### config.mk
export PLATFORM = sky130hd
export DESIGN_NAME = ffs_status_gen
export DESIGN_NICKNAME = d
export VERILOG_FILES = /design/src/rtl/ffs_pkg.sv /design/src/rtl/ffs_read_edge.sv /design/src/rtl/ffs_win_timer.sv /design/src/rtl/ffs_toggle_cell.sv /design/src/rtl/ffs_status_gen.sv
export SDC_FILE = /design/constraint.sdc
export NUM_CORES = 1
export LEC_CHECK = 0
export CAP_MARGIN = 40
export CORE_MARGIN = 1.5
export CORE_UTILIZATION = 45
export DETAILED_ROUTE_END_ITERATION = 10
export PLACE_DENSITY = 0.8
export SLEW_MARGIN = 20
export SYNTH_ARGS = -nofsm -noshare
export SYNTH_HDL_FRONTEND = slang
export SYNTH_HIERARCHICAL = 1
export SYNTH_SLANG_ARGS = --single-unit
### constraint.sdc
create_clock -name clk -period 4.09 [get_ports clk]
set_input_delay 1.0225 -clock clk [delete_from_list [all_inputs] [get_ports clk]]
set_output_delay 1.0225 -clock clk [all_outputs]
set_load 0.01 [all_outputs]
### src/rtl/ffs_pkg.sv
package ffs_pkg;

  // Output bit positions decoded by the host polling routine
  localparam int unsigned MODE_BIT = 6;
  localparam int unsigned SECT_BIT = 2;

  // Number of toggle cells (mode, sector)
  localparam int unsigned NUM_TOG  = 2;
  localparam int unsigned TOG_MODE = 0;
  localparam int unsigned TOG_SECT = 1;

  // Round a duration up to whole clock cycles
  function automatic int unsigned ns_to_cycles(input int unsigned mhz,
                                               input int unsigned ns);
    return (mhz * ns + 999) / 1000;
  endfunction

endpackage

### src/rtl/ffs_read_edge.sv
module ffs_read_edge (
  input  logic clk,
  input  logic rst_n,
  input  logic oe_n,
  input  logic ce_n,
  output logic rd_start
);

  logic rd_on;
  logic prev_q;
  logic prev_d;

  // A read cycle needs both strobes asserted; either may arrive last
  assign rd_on = ~oe_n & ~ce_n;

  always_comb begin
    prev_d = rd_on;
  end

  always_ff @(posedge clk or negedge rst_n) begin
    if (!rst_n) begin
      prev_q <= 1'b0;
    end else begin
      prev_q <= prev_d;
    end
  end

  assign rd_start = rd_on & ~prev_q;

endmodule

### src/rtl/ffs_win_timer.sv
module ffs_win_timer #(
  parameter int unsigned CW = 8
) (
  input  logic          clk,
  input  logic          rst_n,
  input  logic          load,
  input  logic [CW-1:0] load_val,
  output logic          active,
  output logic [CW-1:0] count
);

  logic [CW-1:0] cnt_q;
  logic [CW-1:0] cnt_d;
  logic          cnt_en;

  // Every accepted command reloads; otherwise count down to zero
  always_comb begin
    cnt_en = load | (cnt_q != '0);
    cnt_d  = cnt_q;
    if (load) begin
      cnt_d = load_val;
    end else if (cnt_q != '0) begin
      cnt_d = cnt_q - 1'b1;
    end
  end

  always_ff @(posedge clk or negedge rst_n) begin
    if (!rst_n) begin
      cnt_q <= '0;
    end else if (cnt_en) begin
      cnt_q <= cnt_d;
    end
  end

  assign active = (cnt_q != '0);
  assign count  = cnt_q;

endmodule

### src/rtl/ffs_toggle_cell.sv
module ffs_toggle_cell (
  input  logic clk,
  input  logic rst_n,
  input  logic step,
  output logic q
);

  logic q_q;
  logic q_d;

  always_comb begin
    q_d = q_q;
    if (step) begin
      q_d = ~q_q;
    end
  end

  always_ff @(posedge clk or negedge rst_n) begin
    if (!rst_n) begin
      q_q <= 1'b0;
    end else if (step) begin
      q_q <= q_d;
    end
  end

  assign q = q_q;

endmodule

### src/rtl/ffs_status_gen.sv
module ffs_status_gen #(
  parameter int unsigned NSEC         = 8,
  parameter int unsigned CLK_MHZ      = 100,
  parameter int unsigned PROG_WIN_NS  = 1000,
  parameter int unsigned ERASE_WIN_NS = 100000,
  parameter int unsigned DW           = 8
) (
  input  logic                    clk,
  input  logic                    rst_n,
  input  logic                    oe_n,
  input  logic                    ce_n,
  input  logic [$clog2(NSEC)-1:0] rd_sector,
  input  logic [DW-1:0]           array_data,
  input  logic [NSEC-1:0]         erase_sel,
  input  logic [NSEC-1:0]         prot,
  input  logic                    prog_busy,
  input  logic                    erase_busy,
  input  logic                    erase_susp,
  input  logic                    cmd_accept,
  input  logic                    cmd_is_erase,
  input  logic [$clog2(NSEC)-1:0] cmd_sector,
  output logic [DW-1:0]           dq_out
);

  import ffs_pkg::*;

  localparam int unsigned PROG_CYC  = ns_to_cycles(CLK_MHZ, PROG_WIN_NS);
  localparam int unsigned ERASE_CYC = ns_to_cycles(CLK_MHZ, ERASE_WIN_NS);
  localparam int unsigned MAX_CYC   = (PROG_CYC > ERASE_CYC) ? PROG_CYC : ERASE_CYC;
  localparam int unsigned CW        = $clog2(MAX_CYC + 1);

  // ---------------------------------------------------------------
  // Read-cycle framing
  // ---------------------------------------------------------------
  logic rd_start;

  ffs_read_edge u_edge (
    .clk      (clk),
    .rst_n    (rst_n),
    .oe_n     (oe_n),
    .ce_n     (ce_n),
    .rd_start (rd_start)
  );

  // ---------------------------------------------------------------
  // Protection windows
  // ---------------------------------------------------------------
  logic [NSEC-1:0] eff_sel;
  logic            prog_prot_hit;
  logic            erase_all_prot;
  logic [CW-1:0]   win_load;
  logic [CW-1:0]   win_cnt;
  logic            win_on;

  assign eff_sel        = erase_sel & ~prot;
  assign prog_prot_hit  = prot[cmd_sector];
  assign erase_all_prot = (|erase_sel) & ~(|eff_sel);

  always_comb begin
    win_load = '0;
    if (cmd_is_erase) begin
      if (erase_all_prot) begin
        win_load = CW'(ERASE_CYC);
      end
    end else if (prog_prot_hit) begin
      win_load = CW'(PROG_CYC);
    end
  end

  ffs_win_timer #(.CW(CW)) u_win (
    .clk      (clk),
    .rst_n    (rst_n),
    .load     (cmd_accept),
    .load_val (win_load),
    .active   (win_on),
    .count    (win_cnt)
  );

  // ---------------------------------------------------------------
  // Toggle qualifiers and cells
  // ---------------------------------------------------------------
  logic               sect_hit;
  logic               mode_qual;
  logic               sect_qual;
  logic [NUM_TOG-1:0] tog_qual;
  logic [NUM_TOG-1:0] tq;

  assign sect_hit  = eff_sel[rd_sector];
  assign mode_qual = prog_busy | (erase_busy & ~erase_susp) | win_on;
  assign sect_qual = (erase_busy | erase_susp) & sect_hit;

  always_comb begin
    tog_qual           = '0;
    tog_qual[TOG_MODE] = mode_qual;
    tog_qual[TOG_SECT] = sect_qual;
  end

  for (genvar g = 0; g < NUM_TOG; g++) begin : g_tog
    ffs_toggle_cell u_cell (
      .clk   (clk),
      .rst_n (rst_n),
      .step  (rd_start & tog_qual[g]),
      .q     (tq[g])
    );
  end

  // ---------------------------------------------------------------
  // Output selection
  // ---------------------------------------------------------------
  logic          show_status;
  logic [DW-1:0] status_byte;

  assign show_status = mode_qual | (erase_susp & sect_hit);

  always_comb begin
    status_byte           = '0;
    status_byte[MODE_BIT] = tq[TOG_MODE];
    status_byte[SECT_BIT] = tq[TOG_SECT];
  end

  assign dq_out = show_status ? status_byte : array_data;

endmodule

==> flow_metrics.tcl <==
set metrics [dict create \
    tightest_slew_ns 0.681 \
    leakage_nw 0.942 \
    synth_top_family_by_area "simple AND/OR/NAND/NOR gates" \
    crit_path_end_kind "output port" \
    grt_pass1_vias 1349 \
    clk_pin_slew_worst_paths_ns 0.10 \
    fmax_ghz 0.251 \
    period_minus_slack_ns 3.99 \
    synth_edf_count 0 \
    core_area_um2 2810 \
    grt_pass1_wl_um 5560 \
    synthCells 133 \
    grt_usage 0.221 \
    grt_max_degree 20 \
    cts_buffers 3 \
    crit_fanout 4 \
    worst-setup-path-type "flop to output port" \
    setup-violations-final 0 \
    hp-class "flop to flop" \
    clockBufferDepth 2 \
    vias 1256 \
    cts_hold_buf 0 \
    slowest_delay_ns 0.55 \
    setup_slack_ns 0.101 \
    worstHoldStart "g_tog[0].u_cell/q$_DFFE_PN0P_" \
    period_share 0.975 \
    drv_cap 0 \
    avgViaCountPerCell 5.46 \
    final_common_cell "clkdlybuf4s50_1" \
    gp_congestion 0.819 \
    syn_area_um2 1350 \
    synthFlopType "dfrtp_1" \
    critPathMostFrequentCell "buf_6" \
    cp.arrival_ns 2.97 \
    clock_latency_ns 0.29 \
    dr.pass1.iters 4 \
    layout_common_cells "29 x clkdlybuf4s50_1, 17 x dfrtp_1, 13 x nand2_1, 13 x buf_4" \
    die_x_um 57.8 \
    cts_root_buf "clkbuf_4" \
    synth_compound_area_frac 0.154 \
    ios 47 \
    wl_um 3610 \
    finalMaxSlewViolations 0 \
    layout-drive-gt1-share 0.291 \
    synth-simple-area-share 0.285 \
    ir_drop_mv 0.131 \
    drt_iter0_markers 31 \
    crit_slowest_cell "or4b_4" \
    synthArstFlopShare 1.00 \
    finClkSkew_ns 0.00108 \
    antenna_cells 0 \
    slew_headroom 0.545 \
    wl_per_cell_um 15.7 \
    final.fill_count 226 \
    avgSynthCellArea_um2 10.2 \
    crit_chain "inv_2 -> ha_4 -> or3b_4 -> or4b_4 -> a211oi_4 -> o31ai_4 -> a31oi_4 -> buf_6 -> mux2_4 -> buf_6" \
    cts_tree "built" \
    fin_total_pwr_mw 0.553 \
    gr-total-overflow 0 \
    io_buffers 46 \
    ys_ff_latch 17 \
    ys_warn_count 6 \
    hold_violations 0 \
    ant_nets 0 \
    synthDistinctLibCells 43 \
    post-route-drc-count 0 \
    synth_xor_area_frac 0.0963 \
    num-nets-final 240 \
    htree_levels 1 \
    yosys.area_share.adder 0.00926 \
    initial_utilization 0.482 \
    final_core_util 0.729 \
    status "finished, final reports clean" \
    rows 19 \
    die_area_um2 3340 \
    syn_to_final_growth_pct 51.3 \
    muxShareOfSynthArea 0.0963 \
    crit_path_start "u_win/count[1]$_DFFE_PN0P_" \
    antenna_found_initial 0 \
    r2r_start "u_win/count[1]$_DFFE_PN0P_" \
    hpwlAfterDp_um 2800 \
    multi_input_area_um2 926 \
    cp-start-kind "flop" \
    post-place-ws_ns -0.180 \
    clock_sinks 17 \
    seq_area_um2 425 \
    die_h_um 57.8 \
    power_density_nw_per_um2 271 \
    critPathRequiredTime_ns 3.07 \
    synth-seq-area-share 0.315 \
]
==> final cells by class <==
class,instances,area share
clock buffers,3,0.0110
multi-input cells,110,0.453
inverters,6,0.0110
well taps,31,0.0190
flip-flops and latches,17,0.208
repair buffers,62,0.296
clock inverters,1,0.00245
==> kinds of logic (layout without fill, tap and decap cells) <==
logic type,count (synthesis),count (layout)
and+or+nand+nor,60,60
AOI/OAI and AO/OA,22,22
DFF,17,17
xor gates and xnor gates,14,14
buffers and inverters,11,72
muxes,7,7
adders and majority gates,1,1
other,1,6
==> cell usage after synthesis, drive strengths merged, types with 2 or more instances <==
cell	n	area share
buf	2	0.017
or4	4	0.025
mux4	4	0.067
nand2b	6	0.033
o21ai	9	0.053
nor2	6	0.017
xnor2	10	0.070
a21oi	2	0.0074
nor4	7	0.037
nor3	4	0.019
o31ai	4	0.032
clkbuf	3	0.0083
nand2	14	0.051
dfrtp	17	0.31
or3	3	0.014
inv	6	0.017
xor2	4	0.026
and2	6	0.033
mux2	2	0.022
nor2b	5	0.023
==> metal layers <==
| metal | global-route usage | up-vias | share of wire |
|---|---|---|---|
| li1 | - | 601 | - |
| met4 | 0.0831 | 0 | 0.013 |
| met2 | 0.450 | 30 | 0.59 |
| met1 | 0.229 | 621 | 0.37 |
| met3 | 0.0179 | 4 | 0.024 |
| met5 | 0 | - | 0 |
==> critical path, delay by kind of cell, from the launching register on <==
kind / cells / cell delay [ns]
mux: 1 / 0.29
simple gates: 2 / 0.93
fa+ha+maj: 1 / 0.13
flops: 1 / 0.40
compound gates: 3 / 0.57
buf+inv: 3 / 0.34
==> path summary, 6_finish.rpt <==
kind                       depth (start not counted)                            end  slack [ns]
max in group asynchronous                          2     u_win/count[3]$_DFFE_PN0P_        2.87
min                                                1  g_tog[0].u_cell/q$_DFFE_PN0P_        0.49
min reg2reg                                        1  g_tog[0].u_cell/q$_DFFE_PN0P_        0.49
min in group asynchronous                          1        u_edge/prev_q$_DFF_PN0_        0.89
max                                               10                      dq_out[2]        0.10
max reg2reg                                        7  g_tog[0].u_cell/q$_DFFE_PN0P_        1.93
==> registers in the layout, indices dropped and copies added, names as in the netlist <==
| register | flops |
|---|---|
| g_tog.u_cell/q | 2 |
| u_edge/prev_q | 1 |
| u_win/count | 14 |
==> through the flow <==
stage / TNS [ns] / cell area, um^2 / hold WS, ns / std cells
3_5_place_dp: -0.925 / 1910 / 0.467 / 220
6_report: 0 / 2040 / 0.486 / 230
4_1_cts: -0.414 / 1970 / 0.485 / 228
3_3_place_gp: -0.596 / 1910 / 0.474 / 220
2_1_floorplan: 0 / 1370 / 0.442 / 138
5_1_grt: -0.0153 / 2040 / 0.505 / 230
==> power by group <==
part | internal (mW) | leakage [nW] | switching, mW
combinational | 0.135 | 0.711 | 0.0990
clock | 0.0364 | 0.0177 | 0.0566
sequential | 0.197 | 0.214 | 0.0291
==> repair_timing <==
action | in CTS | in global routing
cloned | 0 | 0
pin swaps | 2 | 4
endpoints found under the setup margin | 8 | 6
gates resized for setup | 13 | 23
setup buffers | 4 | 1
endpoints found under the hold margin | 0 | 0
No activity file was read; power rests on OpenSTA's default activity.
